### src/rtl/cfg_port_pkg.sv
package cfg_port_pkg;
  localparam logic [7:0] IDX_LDN       = 8'h07;
  localparam logic [7:0] IDX_DEVID_HI  = 8'h20;
  localparam logic [7:0] IDX_DEVID_LO  = 8'h21;
  localparam logic [7:0] IDX_REV       = 8'h22;
  localparam logic [7:0] IDX_VEND_HI   = 8'h23;
  localparam logic [7:0] IDX_VEND_LO   = 8'h24;
  localparam logic [7:0] IDX_ACT       = 8'h30;
  localparam logic [7:0] IDX_BASE_HI   = 8'h60;
  localparam logic [7:0] IDX_BASE_LO   = 8'h61;
  localparam logic [7:0] DEV_SPACE_LO  = 8'h30;

  localparam int NUM_PINSEL = 4;
  // slot 0 is the lowest byte of the pin_sel output
  localparam logic [NUM_PINSEL-1:0][7:0] PINSEL_IDX = {8'h2B, 8'h2A, 8'h29, 8'h27};

  typedef enum logic [1:0] {
    BANK_NONE,
    BANK_ACT,
    BANK_BHI,
    BANK_BLO
  } bank_sel_e;

  function automatic bank_sel_e bank_decode(input logic [7:0] idx);
    case (idx)
      IDX_ACT:     return BANK_ACT;
      IDX_BASE_HI: return BANK_BHI;
      IDX_BASE_LO: return BANK_BLO;
      default:     return BANK_NONE;
    endcase
  endfunction
endpackage

### src/rtl/cfg_key_gate.sv
module cfg_key_gate #(
  parameter logic [7:0] UNLOCK_KEY = 8'h87,
  parameter logic [7:0] LOCK_KEY   = 8'hAA
) (
  input  logic       clk,
  input  logic       rst_n,
  input  logic       idx_wr,
  input  logic       data_wr,
  input  logic [7:0] wdata,
  output logic       open_o
);
  logic open_q;
  logic armed_q;

  always_ff @(posedge clk) begin
    if (!rst_n) begin
      open_q  <= 1'b0;
      armed_q <= 1'b0;
    end else if (!open_q) begin
      if (idx_wr) begin
        if (wdata == UNLOCK_KEY) begin
          if (armed_q) begin
            open_q  <= 1'b1;
            armed_q <= 1'b0;
          end else begin
            armed_q <= 1'b1;
          end
        end else begin
          armed_q <= 1'b0;
        end
      end else if (data_wr) begin
        armed_q <= 1'b0;
      end
    end else if (idx_wr && wdata == LOCK_KEY) begin
      open_q <= 1'b0;
    end
  end

  assign open_o = open_q;
endmodule

### src/rtl/cfg_global_regs.sv
module cfg_global_regs
  import cfg_port_pkg::*;
#(
  parameter logic [15:0] DEV_ID    = 16'h5A31,
  parameter logic [7:0]  DEV_REV   = 8'h03,
  parameter logic [15:0] VENDOR_ID = 16'h1934,
  parameter logic [7:0]  LOCK_KEY  = 8'hAA
) (
  input  logic                    clk,
  input  logic                    rst_n,
  input  logic                    open_i,
  input  logic                    idx_wr,
  input  logic                    data_wr,
  input  logic [7:0]              wdata,
  output logic [7:0]              index_o,
  output logic [7:0]              ldn_o,
  output logic [NUM_PINSEL*8-1:0] pin_sel_o,
  output logic [7:0]              rdata_o
);
  logic [7:0] index_q;
  logic [7:0] ldn_q;
  logic [NUM_PINSEL-1:0][7:0] pin_q;
  logic glob_wr;

  assign glob_wr = data_wr && (index_q < DEV_SPACE_LO);

  always_ff @(posedge clk) begin
    if (!rst_n) begin
      index_q <= 8'h00;
    end else if (open_i && idx_wr && wdata != LOCK_KEY) begin
      index_q <= wdata;
    end
  end

  always_ff @(posedge clk) begin
    if (!rst_n) begin
      ldn_q <= 8'h00;
    end else if (glob_wr && index_q == IDX_LDN) begin
      ldn_q <= wdata;
    end
  end

  for (genvar s = 0; s < NUM_PINSEL; s++) begin : g_pin
    always_ff @(posedge clk) begin
      if (!rst_n) begin
        pin_q[s] <= 8'h00;
      end else if (glob_wr && index_q == PINSEL_IDX[s]) begin
        pin_q[s] <= wdata;
      end
    end
    assign pin_sel_o[s*8 +: 8] = pin_q[s];
  end

  always_comb begin
    rdata_o = 8'h00;
    case (index_q)
      IDX_LDN:      rdata_o = ldn_q;
      IDX_DEVID_HI: rdata_o = DEV_ID[15:8];
      IDX_DEVID_LO: rdata_o = DEV_ID[7:0];
      IDX_REV:      rdata_o = DEV_REV;
      IDX_VEND_HI:  rdata_o = VENDOR_ID[15:8];
      IDX_VEND_LO:  rdata_o = VENDOR_ID[7:0];
      default:      rdata_o = 8'h00;
    endcase
    for (int s = 0; s < NUM_PINSEL; s++) begin
      if (index_q == PINSEL_IDX[s]) rdata_o = pin_q[s];
    end
  end

  assign index_o = index_q;
  assign ldn_o   = ldn_q;
endmodule

### src/rtl/cfg_ldn_bank.sv
module cfg_ldn_bank
  import cfg_port_pkg::*;
(
  input  logic        clk,
  input  logic        rst_n,
  input  logic        sel_i,
  input  logic        wr_i,
  input  bank_sel_e   reg_i,
  input  logic [7:0]  wdata,
  output logic        act_o,
  output logic [15:0] base_o,
  output logic [7:0]  rdata_o
);
  logic        act_q;
  logic [15:0] base_q;
  logic        wr_here;

  assign wr_here = sel_i && wr_i;

  always_ff @(posedge clk) begin
    if (!rst_n) begin
      act_q  <= 1'b0;
      base_q <= 16'h0000;
    end else if (wr_here) begin
      case (reg_i)
        BANK_ACT: act_q         <= wdata[0];
        BANK_BHI: base_q[15:8]  <= wdata;
        BANK_BLO: base_q[7:0]   <= wdata;
        default:  ;
      endcase
    end
  end

  always_comb begin
    rdata_o = 8'h00;
    if (sel_i) begin
      case (reg_i)
        BANK_ACT: rdata_o = {7'b0, act_q};
        BANK_BHI: rdata_o = base_q[15:8];
        BANK_BLO: rdata_o = base_q[7:0];
        default:  rdata_o = 8'h00;
      endcase
    end
  end

  assign act_o  = act_q;
  assign base_o = base_q;
endmodule

### src/rtl/cfg_index_port.sv
module cfg_index_port
  import cfg_port_pkg::*;
#(
  parameter int          NUM_LDN    = 8,
  parameter logic [15:0] DEV_ID     = 16'h5A31,
  parameter logic [7:0]  DEV_REV    = 8'h03,
  parameter logic [15:0] VENDOR_ID  = 16'h1934,
  parameter logic [7:0]  UNLOCK_KEY = 8'h87,
  parameter logic [7:0]  LOCK_KEY   = 8'hAA
) (
  input  logic                    clk,
  input  logic                    rst_n,
  input  logic                    bus_wr,
  input  logic                    bus_rd,
  input  logic                    bus_addr,
  input  logic [7:0]              bus_wdata,
  output logic [7:0]              bus_rdata,
  output logic                    bus_rvalid,
  output logic [7:0]              cur_ldn,
  output logic [7:0]              cfg_index,
  output logic [NUM_LDN-1:0]      dev_act,
  output logic [NUM_LDN*16-1:0]   dev_base,
  output logic [NUM_PINSEL*8-1:0] pin_sel,
  output logic                    dev_wr_stb,
  output logic [7:0]              dev_wr_ldn,
  output logic [7:0]              dev_wr_index,
  output logic [7:0]              dev_wr_data,
  input  logic [7:0]              dev_rd_data
);
  localparam logic [8:0] LDN_LIMIT = 9'(NUM_LDN);

  logic       key_open;
  logic       idx_wr;
  logic       data_wr_raw;
  logic       data_wr_ok;
  logic [7:0] glob_rdata;
  logic       in_dev_space;
  logic       ldn_valid;
  bank_sel_e  bank_reg;
  logic       bank_wr;
  logic       pass_wr;
  logic [7:0] bank_rd [NUM_LDN];
  logic [7:0] bank_rd_any;
  logic [7:0] rd_next;

  assign idx_wr      = bus_wr && !bus_addr;
  assign data_wr_raw = bus_wr && bus_addr;
  assign data_wr_ok  = data_wr_raw && key_open;

  cfg_key_gate #(
    .UNLOCK_KEY(UNLOCK_KEY),
    .LOCK_KEY  (LOCK_KEY)
  ) u_key (
    .clk    (clk),
    .rst_n  (rst_n),
    .idx_wr (idx_wr),
    .data_wr(data_wr_raw),
    .wdata  (bus_wdata),
    .open_o (key_open)
  );

  cfg_global_regs #(
    .DEV_ID   (DEV_ID),
    .DEV_REV  (DEV_REV),
    .VENDOR_ID(VENDOR_ID),
    .LOCK_KEY (LOCK_KEY)
  ) u_glob (
    .clk      (clk),
    .rst_n    (rst_n),
    .open_i   (key_open),
    .idx_wr   (idx_wr),
    .data_wr  (data_wr_ok),
    .wdata    (bus_wdata),
    .index_o  (cfg_index),
    .ldn_o    (cur_ldn),
    .pin_sel_o(pin_sel),
    .rdata_o  (glob_rdata)
  );

  assign in_dev_space = cfg_index >= DEV_SPACE_LO;
  assign ldn_valid    = {1'b0, cur_ldn} < LDN_LIMIT;
  assign bank_reg     = in_dev_space ? bank_decode(cfg_index) : BANK_NONE;
  assign bank_wr      = data_wr_ok && (bank_reg != BANK_NONE);
  assign pass_wr      = data_wr_ok && in_dev_space && (bank_reg == BANK_NONE);

  for (genvar i = 0; i < NUM_LDN; i++) begin : g_bank
    logic        act_w;
    logic [15:0] base_w;
    cfg_ldn_bank u_bank (
      .clk    (clk),
      .rst_n  (rst_n),
      .sel_i  (cur_ldn == 8'(i)),
      .wr_i   (bank_wr),
      .reg_i  (bank_reg),
      .wdata  (bus_wdata),
      .act_o  (act_w),
      .base_o (base_w),
      .rdata_o(bank_rd[i])
    );
    assign dev_act[i]          = act_w;
    assign dev_base[i*16 +: 16] = base_w;
  end

  always_comb begin
    bank_rd_any = 8'h00;
    for (int i = 0; i < NUM_LDN; i++) bank_rd_any = bank_rd_any | bank_rd[i];
  end

  always_comb begin
    if (!key_open)                  rd_next = 8'hFF;
    else if (!bus_addr)             rd_next = cfg_index;
    else if (!in_dev_space)         rd_next = glob_rdata;
    else if (bank_reg == BANK_NONE) rd_next = dev_rd_data;
    else if (!ldn_valid)            rd_next = 8'hFF;
    else                            rd_next = bank_rd_any;
  end

  always_ff @(posedge clk) begin
    if (!rst_n) begin
      bus_rvalid <= 1'b0;
      bus_rdata  <= 8'h00;
    end else begin
      bus_rvalid <= bus_rd;
      if (bus_rd) bus_rdata <= rd_next;
    end
  end

  always_ff @(posedge clk) begin
    if (!rst_n) begin
      dev_wr_stb   <= 1'b0;
      dev_wr_ldn   <= 8'h00;
      dev_wr_index <= 8'h00;
      dev_wr_data  <= 8'h00;
    end else begin
      dev_wr_stb <= pass_wr;
      if (pass_wr) begin
        dev_wr_ldn   <= cur_ldn;
        dev_wr_index <= cfg_index;
        dev_wr_data  <= bus_wdata;
      end
    end
  end
endmodule

### config.mk
export PLATFORM = sky130hd
export DESIGN_NAME = cfg_index_port
export DESIGN_NICKNAME = d
export VERILOG_FILES = /design/src/rtl/cfg_port_pkg.sv /design/src/rtl/cfg_key_gate.sv /design/src/rtl/cfg_global_regs.sv /design/src/rtl/cfg_ldn_bank.sv /design/src/rtl/cfg_index_port.sv
export SDC_FILE = /design/constraint.sdc
export NUM_CORES = 1
export LEC_CHECK = 0
export ABC_AREA = 1
export BUFFER_PORTS_ARGS = -buffer_cell sky130_fd_sc_hd__buf_2
export CAP_MARGIN = 0
export CORE_MARGIN = 10
export CORE_UTILIZATION = 55
export CTS_CLUSTER_DIAMETER = 40
export CTS_CLUSTER_SIZE = 20
export DETAILED_ROUTE_END_ITERATION = 7
export PLACE_DENSITY = 0.8
export SKIP_LAST_GASP = 1
export SYNTH_ARGS = -nofsm -noshare
export SYNTH_HDL_FRONTEND = slang
export SYNTH_HIERARCHICAL = 1
export SYNTH_SLANG_ARGS = --single-unit
export TNS_END_PERCENT = 5
### constraint.sdc
create_clock -name clk -period 4 [get_ports clk]
set_input_delay 1 -clock clk [delete_from_list [all_inputs] [get_ports clk]]
set_output_delay 1 -clock clk [all_outputs]
set_load 0.02 [all_outputs]
==> results.py <==
metrics = {
    "outcome": {
        "outcome": "finished clean",
    },
    "sta": {
        "finalCritPeriodShare_pct": 76.0,
        "min_period_ns": 3.04,
        "setup-violations-final": 0,
        "clock_skew_ns": 0.0166,
        "tns_ns": 0,
        "hold_viol_final": 0,
        "tightest_slew_ns": 0.963,
        "fmax_mhz": 329,
        "setup_ws_ns": 0.959,
        "max_slew_margin_pct": 35.8,
        "maxSlewViolCount": 0,
        "rsz0062_at_grt": "false",
    },
    "logic_synthesis": {
        "avgSynthCellArea_um2": 6.34,
        "synth_area_um2": 11200,
        "ys_types": 29,
        "ys_ff_latch": 220,
        "synthCells": 1766,
        "ys_warn_count": 6,
        "synth_seq_area_share_pct": 39.3,
        "synth_nets": 1787,
    },
    "cells_and_area": {
        "fin_nets": 2008,
        "final-seq-area_um2": 4400,
        "nFillCells": 1843,
        "layout_commonest_cell": "nand2_1",
        "drive_above_1_share_pct": 18.0,
        "synthToLayoutAreaGrowth_pct": 21.6,
        "multiInputGateArea_um2": 5670,
        "utilization_pct": 67.5,
        "mostFrequentLayoutCells": "496 x nand2_1, 400 x nor2_1, 237 x buf_2",
    },
    "clock_tree": {
        "ctsResizeCount": 0,
        "ctsHoldBuffers": 0,
        "clock_sinks": 220,
        "cts_made_buffers": 35,
        "clkTransAtPathRegs_ns": 0.06,
        "htree_levels": 2,
        "tritoncts": "built",
        "worstSkewPairLatency_ns": 0.51,
        "postCtsSetupBuffers": 0,
        "cts_buffer_depth": 3,
        "ctsRootBufferMaster": "clkbuf_16",
    },
    "critical_path": {
        "arrival_ns": 3.46,
        "worst-setup-path-type": "reg -> reg",
        "r2r_cells": 17,
        "crit_start": "u_glob/index_o[5]",
        "endpoint_kind": "flip-flop",
        "cp.required_ns": 4.42,
        "cp-start-kind": "flip-flop",
        "critPathMaxFanout": 48,
        "reg2reg_from": "u_glob/index_o[5]",
    },
    "placement": {
        "port_buffers": 238,
        "place_hpwl_um": 27600,
        "post-place-ws_ns": 1.04,
        "routabilityCongestion": 0.955,
    },
    "pwr": {
        "ir_drop_v": 0.000358,
        "seq_power_share_pct": 39.1,
        "intPower_w": 0.00440,
        "powerDensity_nw_per_um2": 414,
        "p_leak_nw": 6.62,
        "clkPwrFrac_pct": 57.5,
        "pwr-share-comb_pct": 3.5,
        "switching_share_pct": 22.1,
        "switchingPower_w": 0.00125,
    },
    "detailed_routing": {
        "routed_via_density": 5.37,
        "drcViolationCount": 0,
        "first_iter_violations": 1072,
        "antenna_left": 0,
        "first_pass_iters": 5,
        "wirelength_um": 39400,
        "wl_per_cell_um": 17.2,
        "vias": 12300,
    },
    "hold_path": {
        "hold_depth": 2,
        "hp-start": "u_glob/pin_sel_o[18]",
        "hold_path_class": "reg -> reg",
    },
    "floorplan": {
        "die_h_um": 163,
        "die_area_um2": 26500,
        "core-area_um2": 20200,
        "num_rows": 52,
        "start_util_pct": 55.5,
        "ioPinCount": 239,
        "fp.dieW_um": 163,
    },
    "grt": {
        "grt_max_degree": 99,
        "first_global_vias": 11300,
        "overflow": 0,
        "antenna_found_initial": 1,
        "grt_pass1_wl_um": 60300,
        "track_usage_pct": 28.2,
    },
    "flow_run": {
        "drv_cap": 0,
    },
}
critical path, stage by stage, from the launching register on:
cell and delay [ns]:
dfxtp_1 0.54, nand2_1 0.11, nor2_2 0.16, nand2_2 0.15
inv_1 0.08, buf_4 0.44, inv_1 0.17, nor2_4 0.31
nand2_1 0.10, a21oi_1 0.17, nor2_1 0.11, nand2_1 0.12
nor2_1 0.05, nand2_1 0.06, nand2_1 0.06, nand3_1 0.09
nand2_1 0.08, a21oi_1 0.12
power groups by stage:
stage               clock network (W)  registers [W]  logic, W
detailed placement                  0        0.00225  0.000188
global placement                    0        0.00225  0.000187
CTS                           0.00327        0.00220  0.000189
global route                  0.00337        0.00220  0.000210
floorplan                           0        0.00226  0.000102
finish                        0.00324        0.00220  0.000195
synth_stat cells (all sizes together):
cell	number	area [µm²]
a21oi	138	698
buf	49	402
nor2	428	1790
nor3	2	32.5
dfxtp	220	4400
nor4	8	50.1
clkbuf	12	45.0
a22oi	2	15.0
nand4	14	87.6
inv	172	651
or2	1	6.26
nand3	134	701
nand2	513	1970
clkinv	8	30.0
o21ai	65	325
registers in the layout, summed over array words and instances, names as in the netlist:
register,count
u_key/open_o,1
bus_rdata,8
u_glob/index_o,8
g_bank.u_bank/act_o,8
dev_wr_index,8
dev_wr_data,8
g_bank.u_bank/base_o,128
dev_wr_ldn,8
u_glob/pin_sel_o,32
u_key/armed_q,1
bus_rvalid,1
u_glob/ldn_o,8
dev_wr_stb,1
per-stage QoR:
stage          cells  power, W  hold slack (ns)  cell area (µm²)
3_5_place_dp    2220   0.00244            0.470            12400
4_1_cts         2282   0.00566            0.482            13600
2_1_floorplan   1766   0.00236            0.462            11200
6_report        2283   0.00564            0.486            13600
3_3_place_gp    2220   0.00244            0.472            12400
5_1_grt         2283   0.00579            0.517            13600
routing by layer:
layer / global-route usage (%) / wire [µm]
met1: 35.4 / 15600
met3: 5.94 / 4290
met5: 0 / 0
met2: 45.8 / 17900
met4: 12.3 / 1560
cell type report:
| type | count | share of cell area, % |
|---|---|---|
| antenna | 1 | 0.0184 |
| timing repair buffer | 245 | 9.33 |
| tap | 270 | 2.48 |
| sequential | 220 | 32.3 |
| clock inverter | 20 | 2.28 |
| clock buffer | 42 | 6.92 |
| inverter | 180 | 5.00 |
| multi-input combinational | 1305 | 41.6 |
kinds of logic (layout without fill, tap and decap cells):
logic type | count (synthesis) | count (layout) | share of synthesized area [%]
and+or+nand+nor | 1100 | 1100 | 41.4
DFF | 220 | 220 | 39.3
other | 0 | 1 | 0
buffers and inverters | 241 | 487 | 10.1
AOI/OAI and AO/OA | 205 | 205 | 9.27
worst paths after layout:
path                                             end  slack (ns)
worst min register to register  u_glob/pin_sel_o[18]        0.49
worst max register to register          bus_rdata[5]        0.96
worst max-delay path                    bus_rdata[5]        0.96
worst min-delay path            u_glob/pin_sel_o[18]        0.49
(Power assumes the default switching activity.)
